[config.mk]
export PLATFORM = sky130hd
export DESIGN_NAME = dap_addr_incr
export DESIGN_NICKNAME = d
export VERILOG_FILES = /design/src/rtl/dap_addr_incr.sv
export SDC_FILE = /design/constraint.sdc
export NUM_CORES = 1
export LEC_CHECK = 0
export CORE_ASPECT_RATIO = 0.7
export CORE_UTILIZATION = 47
export CTS_BUF_LIST = sky130_fd_sc_hd__clkbuf_8
export CTS_CLUSTER_SIZE = 20
export DETAILED_ROUTE_END_ITERATION = 8
export GPL_TIMING_DRIVEN = 0
export PLACE_DENSITY = 0.95
export SLEW_MARGIN = 20
export SYNTH_ARGS = -nofsm -noshare
export SYNTH_HDL_FRONTEND = slang
export SYNTH_SLANG_ARGS = --single-unit
[constraint.sdc]
create_clock -name clk -period 4.79 [get_ports clk]
set_input_delay 1.437 -clock clk [delete_from_list [all_inputs] [get_ports clk]]
set_output_delay 1.437 -clock clk [all_outputs]
set_load 0.05 [all_outputs]
[src/rtl/dap_addr_incr.sv]
module dap_addr_incr #(
  parameter int ADDR_W     = 32,
  parameter int PAGE_BYTES = 1024
) (
  input  logic              clk,
  input  logic              rst_n,
  input  logic              cfg_wr,
  input  logic [3:0]        cfg_off,
  input  logic [ADDR_W-1:0] cfg_wdata,
  input  logic              xfer_done,
  input  logic              xfer_data,
  output logic [ADDR_W-1:0] bus_addr
);
  localparam int         PG_W     = $clog2(PAGE_BYTES);
  localparam logic [3:0] OFF_CTRL = 4'h0;
  localparam logic [3:0] OFF_ADDR = 4'h4;

  logic [1:0]      inc_mode;
  logic [2:0]      acc_size;
  logic [PG_W-1:0] step;
  logic [PG_W-1:0] low_next;
  logic            ctrl_wr, addr_wr, bump;

  assign ctrl_wr  = cfg_wr && (cfg_off == OFF_CTRL);
  assign addr_wr  = cfg_wr && (cfg_off == OFF_ADDR);
  assign bump     = xfer_done && xfer_data;
  assign low_next = bus_addr[PG_W-1:0] + step;

  always_comb begin
    case (inc_mode)
      2'b01: begin
        case (acc_size)
          3'b000:  step = PG_W'(1);
          3'b001:  step = PG_W'(2);
          default: step = PG_W'(4);
        endcase
      end
      2'b10:   step = PG_W'(4);
      default: step = '0;
    endcase
  end

  always_ff @(posedge clk) begin
    if (!rst_n) begin
      inc_mode <= 2'b00;
      acc_size <= 3'b010;
    end else if (ctrl_wr) begin
      inc_mode <= cfg_wdata[5:4];
      acc_size <= cfg_wdata[2:0];
    end
  end

  always_ff @(posedge clk) begin
    if (!rst_n) begin
      bus_addr <= '0;
    end else if (addr_wr) begin
      bus_addr <= cfg_wdata;
    end else if (bump) begin
      bus_addr[PG_W-1:0] <= low_next;
    end
  end


  idle_hold_chk: assert property (@(posedge clk) disable iff (!rst_n)
    (!addr_wr && !bump) |=> $stable(bus_addr));


  upper_fixed_chk: assert property (@(posedge clk) disable iff (!rst_n)
    !addr_wr |=> $stable(bus_addr[ADDR_W-1:PG_W]));


  addr_load_chk: assert property (@(posedge clk) disable iff (!rst_n)
    addr_wr |=> (bus_addr == $past(cfg_wdata)));


  no_inc_chk: assert property (@(posedge clk) disable iff (!rst_n)
    (bump && !addr_wr && inc_mode == 2'b00) |=> $stable(bus_addr));
endmodule

==> run_results.csv, run 1 <==
group,metric,value,unit
synthesis,yosysTopAreaCell,"dfxtp_1",
synthesis,synth_nets,238,
clock_tree,cts_max_level,2,
status,status,"complete, no violations",
die,start_util,0.512,
synthesis,synth_most_common_cell,"nand2_1",
die,dieArea,3820,um2
clock_tree,cts_resized,0,
detailed_routing,antenna_left,0,
global_routing,grt_use_total,0.240,
synthesis,synth_edf_count,0,
worst_setup_path,path_buf_inv,1,
layout,seq_area,741,um2
detailed_routing,drt_iter0_drc,70,
layout,nets,317,
die,core,3280,um2
clock_tree,insertion_delay,0.28,ns
global_routing,grt_util_met3,0.120,
pwr,cellPowerDensity,237,nW/um2
synthesis,synthTopCellsByArea,"dfxtp_1 (44%), nand2_1 (11%), a21oi_2 (5.7%)",
synthesis,ys_ff_latch,37,
sta,setup_viol,0,
sta,rsz0062_at_grt,"false",
sta,fmax,333,MHz
worst_setup_path,crit_start,"bus_addr[3]",
synthesis,syn_area,1680,um2
sta,hold_ws,0.456,ns
detailed_routing,drt-total-wl,4.20,mm
worst_setup_path,cp_slowest_stage_delay,0.85,ns
die,fp.dieH,52.0,um
clock_tree,path_clk_slew,0.07,ns
global_routing,grt_max_degree,11,
layout,antenna_cells,0,
layout,fin_util,0.773,
synthesis,yosysTopAreaCellShare,0.441,
pwr,p_switching,0.147,mW
worst_setup_path,arrival,1.56,ns
worst_setup_path,slowest_stage,"clkdlybuf4s50_1",
pwr,seqPwrFrac,0.527,
detailed_routing,wl_per_cell,13.3,um
placement,place_congestion,0.833,
layout,area_growth,50.9,%
synthesis,ys_seq_area_frac,0.441,
detailed_routing,vias,1608,
pwr,p_leak,0.871,nW
global_routing,grt_busiest_layer,"met2",
clock_tree,root_buffer,"clkbuf_8",
worst_setup_path,path_cells,"clkdlybuf4s50_1",
worst_setup_path,critPathCapture,"bus_addr[3]",
detailed_routing,drcViolationCount,0,
worst_setup_path,worst-path-max-fanout,6,
worst_setup_path,worstReg2RegStart,"inc_mode[0]",
synthesis,avgSynthCellArea,8.78,um2
clock_tree,cts_hold_buffers,0,
clock_tree,cts.sinks,37,
layout,drive_above_1_share,0.100,
layout,fillers,257,
global_routing,met1_usage,0.297,
pwr,clkPwrFrac,0.330,
clock_tree,cts_made_buffers,5,
detailed_routing,first_pass_iters,4,
placement,portBuffers,72,
worst_setup_path,end_kind,"output pin",
worst_setup_path,crit_type,"reg2out",
synthesis,yosysUniqueCellTypes,33,
pwr,peakVddDrop,0.160,mV
worst_setup_path,r2r_cells,9,
worst_setup_path,critPathLaunchType,"flop",
global_routing,grt_pass1_vias,1514,
worst_setup_path,r2r-end,"bus_addr[9]",
clock_tree,clock_path_buffers,2,
worst_setup_path,path_delay_family,"buffers and inverters",
sta,slew_violations,0,
die,die_w,73.4,um
pwr,switching_share,0.244,
flow_run,drv_cap,0,
sta,period_share,0.626,
layout,multi_input_area,841,um2
pwr,intPower,0.454,mW
sta,fin_crit,3.00,ns
synthesis,synth-async-reset-ratio,0,
global_routing,grt_pass1_wl,6.74,mm
clock_tree,cts_setup_buffers,0,
sta,slew_headroom,0.541,
global_routing,antenna_found_initial,0,
placement,post-place-ws,1.77,ns
sta,tns,0,ns
die,rows,17,
pwr,p_comb_frac,0.143,
synthesis,ys_warn_count,0,
die,io_pins,73,
worst_setup_path,worstPathRequired,3.35,ns
clock_tree,cts_tree,"done",
worst_setup_path,cp.depth,1,
sta,layout_setup_ws,1.79,ns
global_routing,grt_overflow,0,
worst_setup_path,reg2reg_slack,2.06,ns
sta,finalClockSkew,0.000951,ns
global_routing,use_met2,0.360,
sta,hold_viol_final,0,
sta,worst_slew_pin_slew,0.679,ns
detailed_routing,viasPerCell,5.09,
synthesis,synth_common_cells,"nand2_1 (49), dfxtp_1 (37), a21oi_1 (18)",
placement,dp_hpwl,3.20,mm
synthesis,ys.flop_type,"dfxtp_1",
min_path,timing.hold.worst.class,"reg2reg",
pwr,finalPower,0.601,mW
synthesis,synthCells,191,
[metal layers]
metal / vias to the layer above / wire length [um]
li1: 798 / -
met3: 6 / 450
met4: 0 / 36
met5: - / 0
met2: 73 / 1860
met1: 731 / 1850
[placed cells by master, fill, tap and decap left out, drive strengths merged, types with 3 or more instances in the layout]
| cell type | Yosys | routed |
|---|---|---|
| dfxtp | 37 | 37 |
| mux2i | 7 | 7 |
| a21oi | 29 | 29 |
| nand2 | 49 | 49 |
| clkbuf | 6 | 11 |
| a211oi | 5 | 5 |
| o21ai | 7 | 7 |
| buf | 6 | 6 |
| clkdlybuf4s50 | 0 | 72 |
| ha | 5 | 5 |
| xor2 | 3 | 3 |
| inv | 4 | 4 |
| nor2 | 8 | 8 |
| xnor2 | 4 | 4 |
[state kept, by name (all words and copies together) (netlist names)]
signal / cells
bus_addr: 32
acc_size: 3
inc_mode: 2
[how the worst min path moves through the flow]
stage / start / end / slack, ns / cells past startpoint
global placement: bus_addr[24] / bus_addr[24] / 0.44 / 2
global route: bus_addr[15] / bus_addr[15] / 0.49 / 2
floorplan: acc_size[0] / acc_size[0] / 0.48 / 2
CTS: bus_addr[29] / bus_addr[29] / 0.46 / 2
finish: bus_addr[29] / bus_addr[29] / 0.46 / 2
detailed placement: bus_addr[29] / bus_addr[29] / 0.45 / 2
[cells by family after synthesis]
logic type	count (synthesis)	share of synthesized area
fa+ha+maj	6	0.0492
simple gates	74	0.206
flops	37	0.441
mux	7	0.0418
xor+xnor	7	0.0365
compound gates	44	0.168
buf+inv	16	0.0574
[power groups by stage]
stage / clock [mW] / combinational (mW) / sequential, mW
global placement: 0 / 0.0845 / 0.323
finish: 0.198 / 0.0860 / 0.317
CTS: 0.204 / 0.0862 / 0.317
detailed placement: 0 / 0.0856 / 0.324
global route: 0.217 / 0.0914 / 0.317
floorplan: 0 / 0.0211 / 0.339
[per-stage QoR]
| step | cell area (um2) | std cells |
|---|---|---|
| detailed placement | 2460 | 310 |
| global placement | 2460 | 310 |
| global route | 2530 | 316 |
| floorplan | 1680 | 191 |
| CTS | 2530 | 316 |
| finish | 2530 | 316 |
[area by class of cell]
type / count / area share
multi-input cells: 138 / 0.332
flip-flops and latches: 37 / 0.293
plain buffers: 12 / 0.0321
inverters: 4 / 0.00593
clock inverters: 1 / 0.00198
well taps: 47 / 0.0232
clock buffers: 5 / 0.0272
repair buffers: 72 / 0.285
No activity file was read; power rests on OpenSTA's default activity.
==> inputs of run 2 (changes only) <==
CORE_UTILIZATION = 43   (was 47)
PLACE_DENSITY = 0.94   (was 0.95)
clock period = 2.9 ns   (was 4.79 ns; I/O delays follow)
==> run 2 against run 1 <==
Final cell count up 1.6%. Global-route usage decreased by 1.8 points. Via count up 0.44%. Hold slack got worse by 0.00073 ns. Register-to-register slack worse by 1.7 ns. Die area rose by 9.0%. Sequential share of layout area down 0.22 points. Worst setup slack worse by 1.4 ns. Critical path depth grew 8. Critical endpoint is now bus_addr[9]. Routed wire length grew 4.5%. Highest routed layer unchanged. Sequential power increased by 65%.
==> run_results.csv, run 2 (synthesized netlist as in run 1, its figures left out) <==
group,metric,value,unit
worst_setup_path,worstPathRequired,3.07,ns
global_routing,grt_max_degree,12,
pwr,switching_share,0.250,
die,core,3630,um2
layout,multi_input_area,847,um2
layout,top_regs,"bus_addr (32), acc_size (3), inc_mode (2)",
sta,tns,0,ns
sta,setup_viol,0,
detailed_routing,drt-total-wl,4.39,mm
pwr,p_leak,0.880,nW
sta,slew_violations,0,
die,start_util,0.463,
global_routing,grt_overflow,0,
worst_setup_path,critPathLaunchType,"flop",
pwr,finalPower,1.01,mW
min_path,hold_depth,2,
sta,hold_viol_final,0,
pwr,seqPwrFrac,0.520,
sta,layout_setup_ws,0.393,ns
placement,portBuffers,72,
clock_tree,cts_setup_buffers,0,
sta,fin_crit,2.51,ns
die,rows,18,
die,die_w,76.7,um
pwr,clkPwrFrac,0.338,
flow_run,drv_cap,0,
pwr,intPower,0.755,mW
clock_tree,cts_made_buffers,5,
clock_tree,clock_path_buffers,2,
clock_tree,cts_max_level,2,
worst_setup_path,end_kind,"flop",
placement,place_congestion,0.842,
die,io_pins,73,
pwr,p_comb_frac,0.143,
die,fp.dieH,54.3,um
worst_setup_path,r2r_cells,9,
die,dieArea,4160,um2
layout,layout_common_cells,"clkdlybuf4s50_1 (72), nand2_1 (49), dfxtp_1 (37)",
clock_tree,root_buffer,"clkbuf_8",
sta,fmax,399,MHz
worst_setup_path,arrival,2.68,ns
detailed_routing,viasPerCell,5.03,
layout,area_growth,52.0,%
detailed_routing,vias,1615,
sta,worst_slew_pin_slew,0.573,ns
global_routing,grt_pass1_wl,7.05,mm
layout,fillers,305,
clock_tree,cts_tree,"done",
status,status,"complete, no violations",
pwr,cellPowerDensity,395,nW/um2
global_routing,grt_pass1_vias,1551,
clock_tree,cts.sinks,37,
min_path,timing.hold.worst.class,"reg2reg",
detailed_routing,drcViolationCount,0,
global_routing,antenna_found_initial,0,
worst_setup_path,reg2reg_slack,0.39,ns
layout,nets,317,
detailed_routing,antenna_left,0,
detailed_routing,drt_iter0_drc,60,
layout,largest_reg_flops,32,
layout,top_register,"bus_addr",
clock_tree,path_clk_slew,0.07,ns
worst_setup_path,worst-path-max-fanout,3,
layout,final_common_cell,"clkdlybuf4s50_1",
placement,post-place-ws,0.179,ns
clock_tree,cts_hold_buffers,0,
layout,seq_area,741,um2
pwr,peakVddDrop,0.286,mV
clock_tree,cts_resized,0,
layout,drive_above_1_share,0.107,
sta,finalClockSkew,0.00462,ns
sta,slew_headroom,0.618,
detailed_routing,first_pass_iters,4,
clock_tree,insertion_delay,0.28,ns
pwr,p_switching,0.251,mW
worst_setup_path,crit_type,"reg2reg",
global_routing,grt_use_total,0.222,
sta,rsz0062_at_grt,"false",
sta,period_share,0.865,
detailed_routing,wl_per_cell,13.7,um
placement,dp_hpwl,3.23,mm
layout,antenna_cells,0,
==> run 2: changes by cell type in the layout (fill, tap and decap cells not counted) <==
cell	previous run	this run
inv_1	4	5
nor4b_1	1	0
clkinv_2	1	2
nor4b_2	0	1
==> run 2: power by group through the flow <==
| stage | clock network, mW | registers, mW | logic [mW] |
|---|---|---|---|
| 3_5_place_dp | 0 | 0.535 | 0.142 |
| 4_1_cts | 0.345 | 0.523 | 0.144 |
| 3_3_place_gp | 0 | 0.534 | 0.141 |
| 5_1_grt | 0.371 | 0.524 | 0.153 |
| 6_report | 0.340 | 0.523 | 0.143 |
| 2_1_floorplan | 0 | 0.560 | 0.0348 |
==> run 2: worst max-delay path, stage by stage, from the launching register on <==
cell and delay (ns):
dfxtp_1 0.36, inv_1 0.06, ha_1 0.30, nand2b_1 0.17, nor4b_2 0.36, ha_1 0.31
a211oi_1 0.38, nor2_1 0.15, a211oi_1 0.23, nor3_1 0.07
==> run 2: worst paths after layout <==
kind / start / endpoint
max: inc_mode[0] / bus_addr[9]
min: bus_addr[24] / bus_addr[24]
max reg2reg: inc_mode[0] / bus_addr[9]
min reg2reg: bus_addr[24] / bus_addr[24]
==> run 2: final cells by class <==
type | count | area share
multi-input cells | 138 | 0.332
flip-flops and latches | 37 | 0.290
repair buffers | 72 | 0.283
plain buffers | 12 | 0.0319
clock buffers | 5 | 0.0270
well taps | 50 | 0.0245
inverters | 4 | 0.00589
clock inverters | 3 | 0.00540
==> run 2: metrics by stage <==
step | util | std cells | hold WS [ns] | cell area (um2)
after global routing | 0.703 | 321 | 0.484 | 2550
after floorplan | - | 191 | 0.476 | 1680
final | 0.703 | 321 | 0.455 | 2550
after global placement | 0.679 | 313 | 0.441 | 2460
after detailed placement | 0.679 | 313 | 0.446 | 2460
after CTS | 0.702 | 321 | 0.455 | 2540
==> run 2: routing by layer <==
| layer | wire [um] | part of all wire | global-route usage | vias up |
|---|---|---|---|---|
| met5 | 0 | 0 | 0 | - |
| met4 | 31 | 0.0071 | 0.0769 | 0 |
| met3 | 378 | 0.086 | 0.0800 | 5 |
| met2 | 1980 | 0.45 | 0.374 | 70 |
| met1 | 2000 | 0.45 | 0.269 | 742 |
| li1 | - | - | - | 798 |
